==> config.mk <==
export PLATFORM = sky130hd
export DESIGN_NAME = i2c_outport
export DESIGN_NICKNAME = d
export VERILOG_FILES = /design/src/rtl/i2c_outport.sv
export SDC_FILE = /design/constraint.sdc
export NUM_CORES = 1
export LEC_CHECK = 0
export ABC_AREA = 1
export BUFFER_PORTS_ARGS = -buffer_cell sky130_fd_sc_hd__buf_2
export CAP_MARGIN = 20
export CORE_ASPECT_RATIO = 1.1
export CORE_UTILIZATION = 35
export DETAILED_ROUTE_END_ITERATION = 7
export MAX_ROUTING_LAYER = met4
export SYNTH_ARGS = -nofsm -noshare
export SYNTH_HDL_FRONTEND = slang
export SYNTH_SLANG_ARGS = --single-unit
==> constraint.sdc <==
create_clock -name clk -period 1.5 [get_ports clk]
set_clock_uncertainty 0.15 [all_clocks]
set_input_delay 0.3 -clock clk [delete_from_list [all_inputs] [get_ports clk]]
set_output_delay 0.3 -clock clk [all_outputs]
set_load 0.005 [all_outputs]
==> src/rtl/i2c_outport.sv <==
module i2c_outport #(
  parameter logic [6:0] ADDR = 7'h5D
) (
  input  logic       clk,
  input  logic       rst_n,
  input  logic       scl_i,
  input  logic       sda_i,
  output logic       sda_oe,
  input  logic [7:0] pin_i,
  output logic [7:0] port_o
);
  localparam logic [2:0] S_IDLE = 3'd0, S_ADDR = 3'd1, S_AACK = 3'd2, S_WDAT = 3'd3,
                         S_WACK = 3'd4, S_RDAT = 3'd5, S_MACK = 3'd6;

  logic [2:0] scl_sy, sda_sy;
  logic [7:0] pin_m, pin_s;
  logic [2:0] state;
  logic [3:0] cnt;
  logic [7:0] sh, tx;
  logic       rw, mack;
  logic       scl_s, scl_q, sda_s, sda_q;
  logic       scl_rise, scl_fall, start_det, stop_det;

  always_ff @(posedge clk or negedge rst_n)
    if (!rst_n) begin
      scl_sy <= '1;
      sda_sy <= '1;
      pin_m  <= '0;
      pin_s  <= '0;
    end else begin
      scl_sy <= {scl_sy[1:0], scl_i};
      sda_sy <= {sda_sy[1:0], sda_i};
      pin_m  <= pin_i;
      pin_s  <= pin_m;
    end

  assign scl_s     = scl_sy[1];
  assign scl_q     = scl_sy[2];
  assign sda_s     = sda_sy[1];
  assign sda_q     = sda_sy[2];
  assign scl_rise  = scl_s & ~scl_q;
  assign scl_fall  = ~scl_s & scl_q;
  assign start_det = scl_s & scl_q & sda_q & ~sda_s;
  assign stop_det  = scl_s & scl_q & ~sda_q & sda_s;

  always_ff @(posedge clk or negedge rst_n)
    if (!rst_n) begin
      state  <= S_IDLE;
      cnt    <= '0;
      sh     <= '0;
      tx     <= '0;
      rw     <= 1'b0;
      mack   <= 1'b0;
      port_o <= '1;
    end else if (start_det) begin
      state <= S_ADDR;
      cnt   <= '0;
    end else if (stop_det) begin
      state <= S_IDLE;
    end else begin
      case (state)
        S_ADDR, S_WDAT:
          if (scl_rise) begin
            sh  <= {sh[6:0], sda_s};
            cnt <= cnt + 4'd1;
          end else if (scl_fall && cnt == 4'd8) begin
            if (state == S_ADDR) begin
              if (sh[7:1] == ADDR) begin
                state <= S_AACK;
                rw    <= sh[0];
              end else begin
                state <= S_IDLE;
              end
            end else begin
              state  <= S_WACK;
              port_o <= sh;
            end
          end
        S_AACK:
          if (scl_rise) begin
            if (rw) tx <= pin_s;
          end else if (scl_fall) begin
            state <= rw ? S_RDAT : S_WDAT;
            cnt   <= '0;
          end
        S_WACK:
          if (scl_fall) begin
            state <= S_WDAT;
            cnt   <= '0;
          end
        S_RDAT:
          if (scl_fall) begin
            tx  <= {tx[6:0], 1'b0};
            cnt <= cnt + 4'd1;
            if (cnt == 4'd7) state <= S_MACK;
          end
        S_MACK:
          if (scl_rise) begin
            mack <= ~sda_s;
            tx   <= pin_s;
          end else if (scl_fall) begin
            state <= mack ? S_RDAT : S_IDLE;
            cnt   <= '0;
          end
        default: state <= S_IDLE;
      endcase
    end

  assign sda_oe = (state == S_AACK) | (state == S_WACK) | ((state == S_RDAT) & ~tx[7]);
endmodule

==> results of run 1 <==
flip-flops by register name (all words and copies together), names as in the netlist:
name / cells
pin_m: 8
pin_s: 8
port_o: 8
sh: 8
tx: 8
cnt: 4
scl_sy: 3
sda_sy: 3
state: 3
mack: 1
rw: 1
layout make-up:
class	instances	area, sq um
Sequential cell	55	1396
Clock inverter	3	26.28
Inverter	31	131.4
Multi-Input combinational cell	179	1146
Tap cell	82	102.6
Timing Repair Buffer	72	613.1
Clock buffer	5	68.82
Fill cell	585	3226
how the worst max path moves through the flow:
stage / from / to / slack [ns]
6_report: state[1] / sda_oe / -0.22
5_1_grt: scl_sy[1] / tx[0] / -0.28
4_1_cts: state[1] / sda_oe / -0.25
3_5_place_dp: sda_sy[1] / tx[0] / -0.16
3_3_place_gp: sda_sy[1] / tx[0] / -0.16
2_1_floorplan: scl_sy[2] / port_o[4] / -0.03
repair_timing:
item	CTS	global route
gates resized for setup	48	32
hold endpoints to repair	51	0
gates cloned	1	1
endpoints found under the setup margin	25	33
pin swaps	15	9
hold buffers	11	0
setup buffers	13	1
layer usage:
metal  global-route usage  vias up  share of wire
met5                    -        -              0
met4              0.06287        0          0.021
met3              0.02437        9          0.018
met2               0.2259       26           0.50
met1               0.1959      910           0.46
li1                     -      994              -
where the power goes:
group          switching (mW)  internal, mW  total, mW
Combinational           0.252         0.230      0.481
Clock                   0.506         0.344      0.850
Sequential             0.0532          1.57       1.63
Total                   0.810          2.15       2.96
metrics by stage:
| step | setup slack, ns | setup TNS [ns] | power (mW) |
|---|---|---|---|
| finish | -0.2243 | -3.711 | 2.957 |
| global route | -0.2842 | -5.964 | 3.111 |
| CTS | -0.2468 | -2.656 | 2.984 |
| detailed placement | -0.1591 | -2.527 | 2.056 |
| global placement | -0.1611 | -2.190 | 2.052 |
| floorplan | -0.02813 | -0.2162 | 1.867 |
critical path, delay by kind of cell, from the launching register on:
kind | cells | cell delay (ns)
simple gates | 2 | 0.15
compound gates | 1 | 0.09
buf+inv | 2 | 0.29
flops | 1 | 0.43
logic make-up (layout without fill, tap and decap cells):
kind of cell,Yosys count,in the layout,share of synthesized area
AO/OA/AOI/OAI,37,37,0.09570
buffers and inverters,37,111,0.06937
AND/OR/NAND/NOR,138,139,0.2572
adder cells (fa/ha/maj),2,2,0.01012
flip-flops,55,55,0.5640
XOR/XNOR,1,1,0.003545
layout by cell type, fill, tap and decap left out, drive strengths merged:
master	instances
nor3	1
xor2	1
a21oi	3
o21ai	32
dlygate4sd3	11
ha	2
nand3	22
o211ai	1
nand2	87
buf	60
o22ai	1
dfstp	14
nor2	28
inv	32
dfrtp	41
clkinv	2
clkbuf	6
or2	1
==> flow_summary.json, run 1 <==
{
  "nets": 358,
  "clockBufferDepth": 2,
  "die_w_microns": 82.12,
  "p_leak_nw": 1.617,
  "grt_overflow": 0,
  "root_buffer": "clkbuf_8",
  "hold_end": "pin_s[1]",
  "crit_path_end_kind": "output pin",
  "ys_top_cells_by_count": "nand2_1 (82), dfrtp_1 (41), inv_1 (25), nor2_1 (21)",
  "drc": 0,
  "hold_viol": 0,
  "antenna_cells": 0,
  "antenna_found_initial": 0,
  "ff2ff_path_depth": 10,
  "r2r_slack_ns": -0.20,
  "start_kind": "flip-flop",
  "syn_area_sq_um": 2471,
  "synth_warnings": 0,
  "worstPathMaxFanout": 5,
  "synth_edf_count": 0,
  "final_area_sq_um": 3485,
  "port-buffer-count": 20,
  "htree_levels": 2,
  "cts_inserted_buffers": 5,
  "initial_utilization": 0.3683,
  "outcome": "complete, but fails checks",
  "synthArstFlopShare": 1.000,
  "drtAntennaViolNets": 0,
  "synth_area_leaders": "dfrtp_1 (42%), dfstp_2 (15%), nand2_1 (12%), inv_1 (3.8%), nand3_1 (3.6%)",
  "setup_viol": 29,
  "r2r_end": "state[2]",
  "ios": 21,
  "rows": 31,
  "yosysTopAreaCell": "dfrtp_1",
  "yosysSeqAreaShare": 0.5641,
  "cp.required_ns": 1.05,
  "period_minus_slack_ns": 1.724,
  "wl_per_cell_microns": 11.35,
  "yosysMostFrequentCell": "nand2_1",
  "wl_mm": 4.847,
  "arrival_ns": 1.27,
  "tightest_slew_ns": 0.2924,
  "whs_ns": 0.2048,
  "fmax_mhz": 579.9,
  "synth_top_area_share": 0.4152,
  "rsz0062_at_grt": "true",
  "post-route-util": 0.5193,
  "r2r-start": "scl_sy[2]",
  "dp_cells": 392,
  "critical-path-max-stage-delay_ns": 0.43,
  "syn-num-nets": 284,
  "cts_tree": "yes",
  "hpwl_mm": 2.987,
  "clk_pin_slew_worst_paths_ns": 0.10,
  "grt_pass1_wl_mm": 8.335,
  "vias_per_cell": 4.541,
  "vdd_ir_drop_max_mv": 0.5767,
  "grt_pass1_vias": 1889,
  "cts_sinks": 55,
  "worst_path_max_delay_cell": "dfrtp_1",
  "dpl_cell_area_sq_um": 2849,
  "avgSynthCellArea_sq_um": 9.152,
  "dr.first_iter.drc_count": 108,
  "dieArea_sq_um": 7401,
  "synthToLayoutAreaGrowth_pct": 41.01,
  "slew_viol_final": 0,
  "power_density_nw_per_um2": 848.5,
  "synth_flop_cell": "dfrtp_1",
  "maxCapViolations": 0,
  "fin_ws_ns": -0.2243,
  "hold_class": "reg -> reg",
  "grt_max_degree": 56,
  "drive_above_1_share": 0.4551,
  "path_cells": "buf_6, nor2_4, nand2_2, o211ai_1, buf_2",
  "track_usage": 0.1492,
  "fin_crit_sh": 1.150,
  "yosysUniqueCellTypes": 29,
  "synthCells": 270,
  "core_sq_um": 6710,
  "drt_pass1_iterations": 4,
  "violations": "setup timing",
  "relSlewSlack": 0.8050,
  "whs_path_depth": 0,
  "min_from": "pin_m[1]",
  "fin_cells": 427,
  "criticalPathCategory": "reg -> out",
  "ys_seq_elements": 55,
  "via_count": 1939,
  "die_h_microns": 90.13,
  "insertion_delay_ns": 0.32,
  "place_congestion": 0.8551
}
No activity file was read; power rests on OpenSTA's default activity.
==> run 2: changes to the inputs <==
--- a/config.mk
+++ b/config.mk
@@ -12,6 +12,7 @@
 export CORE_UTILIZATION = 35
 export DETAILED_ROUTE_END_ITERATION = 7
 export MAX_ROUTING_LAYER = met4
+export SETUP_SLACK_MARGIN = 0.15
 export SYNTH_ARGS = -nofsm -noshare
 export SYNTH_HDL_FRONTEND = slang
 export SYNTH_SLANG_ARGS = --single-unit
==> run 2 against run 1 <==
Net effect:
- the run still ends with setup timing left
- final area increased by 3.8%
- sequential power hardly changed
- global-route usage is 0.47 points higher
- via count is 4.4% higher
- clock power up 3.8%
- register-to-register slack about the same
- die area stayed put
- cell count grew 1.9%
- largest cell class unchanged
- highest routed layer unchanged
==> flow_summary.json, run 2 (synthesis results as in run 1) <==
{
  "start_kind": "flip-flop",
  "drc": 0,
  "fin_cells": 435,
  "relSlewSlack": 0.8024,
  "final_cell_mix": "nand2_1 (47), dfrtp_1 (39), nand2_2 (34), buf_4 (29), inv_1 (22)",
  "dieArea_sq_um": 7401,
  "insertion_delay_ns": 0.32,
  "die_w_microns": 82.12,
  "layout_commonest_cell": "nand2_1",
  "grt_pass1_wl_mm": 8.459,
  "worstPathMaxFanout": 4,
  "grt_pass1_vias": 1888,
  "seqPwrFrac": 0.553,
  "p_int_mw": 2.132,
  "htree_levels": 2,
  "maxCapViolations": 0,
  "final_area_sq_um": 3618,
  "track_usage": 0.1539,
  "hold_class": "reg -> reg",
  "rows": 31,
  "core_sq_um": 6710,
  "power_frac_comb": 0.150,
  "period_minus_slack_ns": 1.768,
  "grt_overflow": 0,
  "die_h_microns": 90.13,
  "root_buffer": "clkbuf_8",
  "violations": "setup timing",
  "outcome": "complete, but fails checks",
  "clk_pin_slew_worst_paths_ns": 0.10,
  "dpl_cell_area_sq_um": 2844,
  "vias_per_cell": 4.655,
  "wl_per_cell_microns": 12.63,
  "drive_above_1_share": 0.5212,
  "initial_utilization": 0.3683,
  "clockBufferDepth": 2,
  "fmax_mhz": 565.7,
  "tns_ns": -3.319,
  "dp_cells": 389,
  "drt_pass1_iterations": 4,
  "criticalPathCategory": "reg -> out",
  "seqCellArea_sq_um": 1396,
  "crit_path_end_kind": "output pin",
  "wl_mm": 5.496,
  "multi_input_area_sq_um": 1186,
  "slew_viol_final": 0,
  "rsz0062_at_grt": "true",
  "post-route-util": 0.5393,
  "vdd_ir_drop_max_mv": 0.6070,
  "switching_share": 0.2819,
  "cts_sinks": 55,
  "setup_viol": 25,
  "port-buffer-count": 20,
  "antenna_cells": 0,
  "p_sw_mw": 0.8370,
  "dr.first_iter.drc_count": 95,
  "whs_ns": 0.2062,
  "via_count": 2025,
  "fillers": 579,
  "fin_ws_ns": -0.2678,
  "clkPwrFrac": 0.297,
  "hpwl_mm": 3.150,
  "cts_tree": "yes",
  "tightest_slew_ns": 0.2963,
  "antenna_found_initial": 0,
  "hold_viol": 0,
  "grt_max_degree": 56,
  "synthToLayoutAreaGrowth_pct": 46.43,
  "fin_crit_sh": 1.179,
  "ios": 21,
  "power_density_nw_per_um2": 820.5,
  "place_congestion": 0.9261,
  "cts_inserted_buffers": 5,
  "p_leak_nw": 1.687,
  "nets": 366,
  "cp.required_ns": 1.05,
  "drtAntennaViolNets": 0,
  "arrival_ns": 1.32
}
## run 2: layout make-up
| type | count | share of cell area |
|---|---|---|
| clock buffer | 5 | 0.01902 |
| clock inverter | 3 | 0.007607 |
| inverter | 31 | 0.03492 |
| multi-input combinational | 179 | 0.3278 |
| sequential | 55 | 0.3859 |
| tap | 82 | 0.02835 |
| timing repair buffer | 80 | 0.1964 |
## run 2: timing repair
action / 4_1_cts / 5_1_grt
gates resized for setup: 32 / 66
hold buffers: 11 / 0
setup buffers: 12 / 12
cloned: 2 / 1
endpoints found under the hold margin: 51 / 0
endpoints found under the setup margin: 42 / 42
pin swaps: 16 / 19
## run 2: power groups by stage
stage / sequential [mW] / combinational (mW) / clock, mW
after detailed placement: 1.66 / 0.360 / 0
after floorplan: 1.65 / 0.219 / 0
after global placement: 1.66 / 0.358 / 0
final: 1.64 / 0.444 / 0.882
after global routing: 1.65 / 0.508 / 0.968
after CTS: 1.64 / 0.404 / 0.904
## run 2: critical path, stage by stage (launching register included)
cell	delay [ns]
dfrtp_2	0.47
buf_6	0.14
nor2_4	0.11
nand2_2	0.06
o211ai_1	0.07
buf_2	0.15
## run 2: final timing paths
check,start,depth (start not counted),slack (ns),end
setup / recovery,state[1],5,-0.27,sda_oe
setup reg to reg,state[1],12,-0.20,state[0]
hold / removal,pin_m[7],0,0.21,pin_s[7]
max in group asynchronous,rst_n,3,0.55,port_o[4]
min in group asynchronous,rst_n,3,0.34,pin_m[3]
hold reg to reg,pin_m[7],0,0.21,pin_s[7]
## run 2: metrics by stage
stage / setup WS [ns] / total power [mW]
after floorplan: -0.02813 / 1.870
after global placement: -0.1128 / 2.021
after detailed placement: -0.1203 / 2.023
after CTS: -0.2624 / 2.945
after global routing: -0.3457 / 3.130
final: -0.2678 / 2.969
## run 2: routing by layer
metal	global-route usage	vias to the layer above	part of all wire
li1	-	1011	-
met1	0.1996	967	0.44
met2	0.2273	37	0.51
met3	0.03553	10	0.027
met4	0.06725	0	0.026
met5	-	-	0
